[config.mk]
export PLATFORM = sky130hd
export DESIGN_NAME = rom_automap
export DESIGN_NICKNAME = d
export VERILOG_FILES = /design/src/rtl/rom_automap.sv
export SDC_FILE = /design/constraint.sdc
export NUM_CORES = 1
export LEC_CHECK = 0
export CAP_MARGIN = 10
export CORE_AREA = 4 4 41 43
export DETAILED_ROUTE_END_ITERATION = 7
export DIE_AREA = 0 0 45 47
export DONT_BUFFER_PORTS = 1
export PLACE_DENSITY = 0.35
export REMOVE_ABC_BUFFERS = 1
export SLEW_MARGIN = 10
export SYNTH_ARGS = -nofsm -noshare
export SYNTH_HDL_FRONTEND = slang
export SYNTH_SLANG_ARGS = --single-unit
[constraint.sdc]
create_clock -name clk -period 3.4 [get_ports clk]
set_input_delay 0.51 -clock clk [delete_from_list [all_inputs] [get_ports clk]]
set_output_delay 0.51 -clock clk [all_outputs]
set_load 0.05 [all_outputs]
[src/rtl/rom_automap.sv]
module rom_automap #(
  parameter int          NTRAP      = 6,
  parameter logic [11:0] TRAP_CLASS = 12'h040,
  parameter logic [15:0] UNMAP_BASE = 16'h1FF8,
  parameter int          UNMAP_LSB  = 3
) (
  input  logic        clk,
  input  logic        rst,
  input  logic [15:0] addr,
  input  logic        m1_n,
  input  logic        mreq_n,
  input  logic        rd_n,
  input  logic        rfsh_n,
  output logic        map_sel,
  output logic        mapped
);

  localparam logic [15:0] TRAP_ADDR [NTRAP] =
    '{16'h0000, 16'h0008, 16'h0038, 16'h0066, 16'h04C2, 16'h0562};

  logic fetch, refresh;
  logic imm_hit, ref_hit, nxt_hit, unmap_hit;
  logic ref_pend, unmap_pend, nxt_pend, nxt_arm;

  assign fetch     = !m1_n && !mreq_n && !rd_n;
  assign refresh   = !rfsh_n && !mreq_n;
  assign unmap_hit = addr[15:UNMAP_LSB] == UNMAP_BASE[15:UNMAP_LSB];

  always_comb begin
    imm_hit = 1'b0;
    ref_hit = 1'b0;
    nxt_hit = 1'b0;
    for (int i = 0; i < NTRAP; i++) begin
      if (addr == TRAP_ADDR[i]) begin
        case (TRAP_CLASS[2*i +: 2])
          2'd0:    imm_hit = 1'b1;
          2'd2:    nxt_hit = 1'b1;
          default: ref_hit = 1'b1;
        endcase
      end
    end
  end

  assign map_sel = mapped || (fetch && (imm_hit || nxt_arm));

  always_ff @(posedge clk) begin
    if (rst) begin
      mapped     <= 1'b0;
      ref_pend   <= 1'b0;
      unmap_pend <= 1'b0;
      nxt_pend   <= 1'b0;
      nxt_arm    <= 1'b0;
    end else begin
      if (fetch) begin
        if (imm_hit) mapped <= 1'b1;
        if (nxt_arm) begin
          mapped  <= 1'b1;
          nxt_arm <= 1'b0;
        end
        if (ref_hit)   ref_pend   <= 1'b1;
        if (nxt_hit)   nxt_pend   <= 1'b1;
        if (unmap_hit) unmap_pend <= 1'b1;
      end
      if (refresh) begin
        if (ref_pend)   mapped <= 1'b1;
        if (unmap_pend) mapped <= 1'b0;
        ref_pend   <= 1'b0;
        unmap_pend <= 1'b0;
        if (nxt_pend) begin
          nxt_arm  <= 1'b1;
          nxt_pend <= 1'b0;
        end
      end
    end
  end


  rise_src_chk: assert property (@(posedge clk) disable iff (rst)
    $rose(mapped) |-> ($past(fetch) || $past(refresh)));


  fall_src_chk: assert property (@(posedge clk) disable iff (rst)
    $fell(mapped) |-> ($past(refresh) || $past(rst)));


  idle_hold_chk: assert property (@(posedge clk) disable iff (rst)
    (!fetch && !refresh) |=> $stable(mapped));


  sel_cover_chk: assert property (@(posedge clk) disable iff (rst)
    mapped |-> map_sel);


  plain_read_chk: assert property (@(posedge clk) disable iff (rst)
    (m1_n && !refresh && !mapped) |=> !mapped);

endmodule

==> flow_summary_export.csv, run 1 <==
group,metric,value,unit
global_routing,top_usage_layer,"met2",
placement,gp_congestion,0.730,
global_routing,antenna_found_initial,0,
yosys,ys_ff_latch,3,
yosys,yosys-top-cells-area,"dfxtp_1, nor3_1, or4_4",
pwr,combPwrFrac,0.079,
pwr,seqPwrFrac,0.331,
worst_setup_path,path_buf_inv,0,
sta,skew,0.00176,ns
global_routing,grtUsageTotal,0.0757,
global_routing,grt_use_met3,0.0383,
yosys,synth_top_area_share,0.236,
placement,dpl.hpwl,627,um
final_layout,fin_nets,61,
clock_network,cts_max_level,1,
pwr,p_clk_frac,0.590,
clock_network,ctsResizeCount,0,
clock_network,cts_setup_buffers,0,
worst_setup_path,startpoint,"addr[0]",
worst_setup_path,cp.arrival,1.90,ns
sta,timing.fmax,0.415,GHz
global_routing,grtUsageMet2,0.119,
job,cap_violations,0,
worst_hold_path,hold_path_class,"in2reg",
global_routing,grt_pass1_vias,302,
global_routing,use_met1,0.0701,
final_layout,mostFrequentLayoutCell,"nor3_1",
route,routed_wl,728,um
worst_setup_path,worstPathCellList,"or4_4 -> nor4_2 -> nand3_1 -> nand2_1",
clock_network,cts_inserted_buffers,3,
pwr,leakage,0.0987,nW
die,core-area,1300,sq um
sta,holdWs,0.354,ns
route,avgViaCountPerCell,5.25,
yosys,synth_area_leader_cell,"dfxtp_1",
sta,finalCritPeriodShare,0.709,
route,first_pass_iters,2,
die,ios,24,
worst_setup_path,max_stage_delay,0.52,ns
yosys,synth.distinct_cells,20,
sta,fin_crit,2.41,ns
route,final_antenna_net_count,0,
pwr,power.density,358,nW/um^2
die,rows,13,
worst_setup_path,start_kind,"primary input",
yosys,netlist_area,254,sq um
route,route.detailed.drc,0,
route,routedWlPerCell,13.7,um
die,initial_core_util,0.195,
worst_setup_path,worst_setup_path_end_kind,"output port",
sta,worstMarginPinSlew,0.521,ns
clock_network,cts_hold_buf,0,
worst_setup_path,crit_family,"simple AND/OR/NAND/NOR gates",
final_layout,syn2layout_area_growth,17.7,%
clock_network,clk_path_buf_depth,2,
placement,io_buffer_count,0,
worst_setup_path,crit_fanout,2,
worst_hold_path,hold_start,"rst",
sta,relSlewSlack,0.652,
global_routing,grt_overflow_total,0,
outcome,status,"complete, no violations",
worst_setup_path,crit_required,2.89,ns
yosys,ys_warn_count,0,
clock_network,worstSkewPairLatency,0.23,ns
sta,final_max_slew_viol_count,0,
worst_setup_path,crit_path_top_delay_cell,"or4_4",
sta,finalSetupTns,0,ns
pwr,swShare,0.213,
yosys,syn_avg_cell_area,7.47,sq um
die,die_h,47,um
yosys,syn_inst,34,
pwr,vdd.ir_drop.worst,0.0969,mV
pwr,total_power,0.000107,W
die,die_x,45,um
route,vias,278,
clock_network,root_buffer,"clkbuf_4",
sta,rsz0062_at_grt,"false",
pwr,p_switching,0.0000227,W
clock_network,cts_tree,"yes",
worst_setup_path,critPathKind,"in2out",
yosys,seq_area_frac_synth,0.236,
global_routing,grt_max_degree,7,
clock_network,clkTransAtPathRegs,0.04,ns
route,drt_iter0_drc,5,
clock_network,cts_sinks,3,
die,die_area,2120,sq um
final_layout,final_layout_size_suffix_gt1_frac,0.211,
global_routing,grt_pass1_wl,1.14,mm
final_layout,n_antenna_cell,0,
sta,report.final.hold_viol_count,0,
worst_setup_path,regToRegStartpoint,"mapped$_SDFF_PP0_",
sta,final-setup-viol-count,0,
pwr,p_int,0.0000843,W
[area by class of cell]
class                      instances  area [sq um]
sequential                         3          60.1
multi-input combinational         30           190
inverter                           1          3.75
tap                               15          18.8
clock buffer                       4          26.3
fill                             159          1000
[flip-flops by register name, summed over array words and instances (netlist names)]
signal,count
ref_pend,1
mapped,1
unmap_pend,1
[through the flow]
| step | area, sq um | instances | util | setup WS [ns] |
|---|---|---|---|---|
| 3_3_place_gp | 273 | 49 | 0.210 | 1.01 |
| 3_5_place_dp | 273 | 49 | 0.210 | 0.978 |
| 4_1_cts | 299 | 53 | 0.230 | 0.975 |
| 6_report | 299 | 53 | 0.230 | 0.989 |
| 2_1_floorplan | 254 | 34 | - | 1.08 |
| 5_1_grt | 299 | 53 | 0.230 | 0.922 |
[worst register-to-register path, cell delays in order, from the launching register on]
cell and delay, ns:
dfxtp_1 0.64, a31oi_1 0.13, a31oi_1 0.18
[path summary, 6_finish.rpt]
kind	end	slack (ns)	depth (start not counted)
setup reg to reg	mapped$_SDFF_PP0_	2.38	2
setup / recovery	map_sel	0.99	4
hold reg to reg	mapped$_SDFF_PP0_	0.48	2
hold / removal	ref_pend$_SDFFE_PP0P_	0.35	1
[metal layers]
metal,up-vias,share of wire
met3,0,0.14
li1,142,-
met1,125,0.38
met2,11,0.48
met5,-,0
met4,0,0
[cell families (layout without fill, tap and decap cells)]
group	count (synthesis)	in the layout	synth area share
simple gates	23	23	0.586
compound gates	7	7	0.163
flops	3	3	0.236
buf+inv	1	5	0.0148
[power groups by stage]
stage	logic, W	clock network, W	registers, W
after floorplan	0.00000752	0	0.0000359
after global placement	0.00000861	0	0.0000359
after detailed placement	0.00000845	0	0.0000359
after CTS	0.00000855	0.0000668	0.0000354
after global routing	0.00000936	0.0000710	0.0000353
final	0.00000846	0.0000632	0.0000354
[cells in the mapped netlist]
cell type and instances:
and3_1 1, or4_4 2, nand2_1 3, dfxtp_1 3, nand3_1 3, and4bb_2 1, inv_1 1, o21ai_0 2
a21o_1 1, nor2_1 1, nor3b_1 1, nand2b_1 1, nor3_1 5, nand3b_1 1, or2_2 1, or3_1 1
a21oi_1 1, nand4_1 1, a31oi_1 3, nor4_2 1
Power figures use the tool's default switching activity.
==> inputs of run 2 (changes only) <==
Clock period 3.4 ns to 2.3 ns, I/O delays scaled along.
==> run 2 against run 1 <==
Core utilization up 1.2 points. Sequential power grew 48%. Register-to-register slack got worse by 0.83 ns. Clock skew about the same. Sequential share of layout area down 0.96 points. Critical path depth up 1. Global-route usage increased by 0.39 points. Cell count is 3.8% higher. Worst setup slack worse by 0.67 ns. Total power grew 47%. Count of clock-buffer cells in the layout unchanged. Sequential cell count is the same. Critical path type unchanged. Critical endpoint unchanged.
==> flow_summary_export.csv, run 2 (synthesized netlist as in run 1, its figures left out) <==
group,metric,value,unit
outcome,status,"complete, no violations",
job,cap_violations,0,
pwr,power.density,502,nW/um^2
sta,fin_crit,1.99,ns
die,die_h,47,um
final_layout,final_cells,55,
pwr,seqPwrFrac,0.332,
sta,report.final.hold_viol_count,0,
route,routed_wl,755,um
route,avgViaCountPerCell,5.40,
sta,finalSetupTns,0,ns
global_routing,grt_pass1_wl,1.19,mm
global_routing,grtUsageMet2,0.124,
global_routing,grtUsageTotal,0.0797,
die,rows,13,
pwr,combPwrFrac,0.079,
worst_setup_path,start_kind,"primary input",
clock_network,cts_sinks,3,
clock_network,cts_tree,"yes",
global_routing,grt_max_degree,7,
final_layout,fillers,156,
sta,timing.fmax,0.504,GHz
die,core-area,1300,sq um
clock_network,clkTransAtPathRegs,0.04,ns
worst_setup_path,critPathKind,"in2out",
worst_hold_path,whs_path_depth,1,
sta,final_max_slew_viol_count,0,
worst_setup_path,worst_setup_path_end_kind,"output port",
global_routing,grt_overflow_total,0,
die,ios,24,
placement,dpl.hpwl,642,um
global_routing,grt_use_met3,0.0268,
pwr,leakage,0.110,nW
clock_network,root_buffer,"clkbuf_4",
route,drt_iter0_drc,4,
global_routing,grt_pass1_vias,306,
worst_setup_path,crit_fanout,2,
worst_hold_path,hold_start,"rst",
worst_setup_path,regToRegStartpoint,"mapped$_SDFF_PP0_",
sta,finalCritPeriodShare,0.863,
placement,io_buffer_count,0,
die,initial_core_util,0.195,
pwr,vdd.ir_drop.worst,0.112,mV
clock_network,clk_path_buf_depth,2,
placement,gp_congestion,0.734,
sta,relSlewSlack,0.813,
worst_setup_path,reg2regPathDepth,2,
clock_network,cts_hold_buf,0,
final_layout,largest_registers,"mapped (1), ref_pend (1), unmap_pend (1)",
sta,worstMarginPinSlew,0.279,ns
clock_network,cts_setup_buffers,0,
sta,skew,0.00170,ns
global_routing,use_met1,0.0860,
sta,rsz0062_at_grt,"false",
clock_network,worstSkewPairLatency,0.23,ns
route,routedWlPerCell,13.7,um
route,final_antenna_net_count,0,
clock_network,cts_inserted_buffers,3,
worst_setup_path,startpoint,"addr[0]",
worst_hold_path,hold_path_class,"in2reg",
clock_network,ctsResizeCount,0,
die,die_area,2120,sq um
final_layout,n_antenna_cell,0,
worst_setup_path,cp.arrival,1.64,ns
final_layout,syn2layout_area_growth,23.6,%
die,die_x,45,um
placement,dp_cells,51,
route,first_pass_iters,4,
pwr,p_clk_frac,0.589,
final_layout,final_layout_size_suffix_gt1_frac,0.250,
sta,final-setup-viol-count,0,
final_layout,mostFrequentLayoutCell,"nor3_1",
worst_setup_path,crit_required,1.96,ns
final_layout,fin_nets,63,
pwr,p_int,0.000125,W
global_routing,antenna_found_initial,0,
clock_network,cts_max_level,1,
route,route.detailed.drc,0,
global_routing,top_usage_layer,"met2",
pwr,swShare,0.209,
route,vias,297,
pwr,p_switching,0.0000330,W
## run 2: path summary, 6_finish.rpt
| path | end | slack, ns |
|---|---|---|
| setup / recovery | map_sel | 0.31 |
| hold / removal | ref_pend$_SDFFE_PP0P_ | 0.19 |
| setup reg to reg | mapped$_SDFF_PP0_ | 1.55 |
| hold reg to reg | mapped$_SDFF_PP0_ | 0.48 |
## run 2: metrics by stage
stage	instance area (sq um)	hold WS, ns	total power [W]	util	setup WS (ns)
6_report	314	0.190	0.000158	0.241	0.315
5_1_grt	314	0.181	0.000168	0.241	0.269
4_1_cts	314	0.183	0.000160	0.241	0.314
3_5_place_dp	288	0.430	0.0000656	0.221	0.328
3_3_place_gp	288	0.429	0.0000658	0.221	0.361
2_1_floorplan	254	0.424	0.0000642	-	0.314
## run 2: power groups by stage
stage	sequential (W)	combinational, W	clock (W)
after floorplan	0.0000531	0.0000111	0
after global placement	0.0000531	0.0000127	0
after detailed placement	0.0000531	0.0000125	0
after CTS	0.0000523	0.0000126	0.0000955
after global routing	0.0000522	0.0000144	0.000102
final	0.0000523	0.0000124	0.0000928
## run 2: layout make-up
type	count	area (sq um)	share of cell area
flip-flops and latches	3	60.1	0.191
clock buffers	4	26.3	0.0837
well taps	15	18.8	0.0598
multi-input cells	30	190	0.606
inverters	1	3.75	0.0120
repair buffers	2	15.0	0.0478
## run 2: layer usage
metal / vias up / wire length [um]
li1: 145 / -
met1: 135 / 303
met2: 15 / 377
met3: 2 / 71
met4: 0 / 2
met5: - / 0
## run 2: critical path, cell delays in order
cell and delay [ns]:
or4_4 0.53, nor4_2 0.34, nand3_1 0.14, nand2_1 0.09
buf_4 0.19
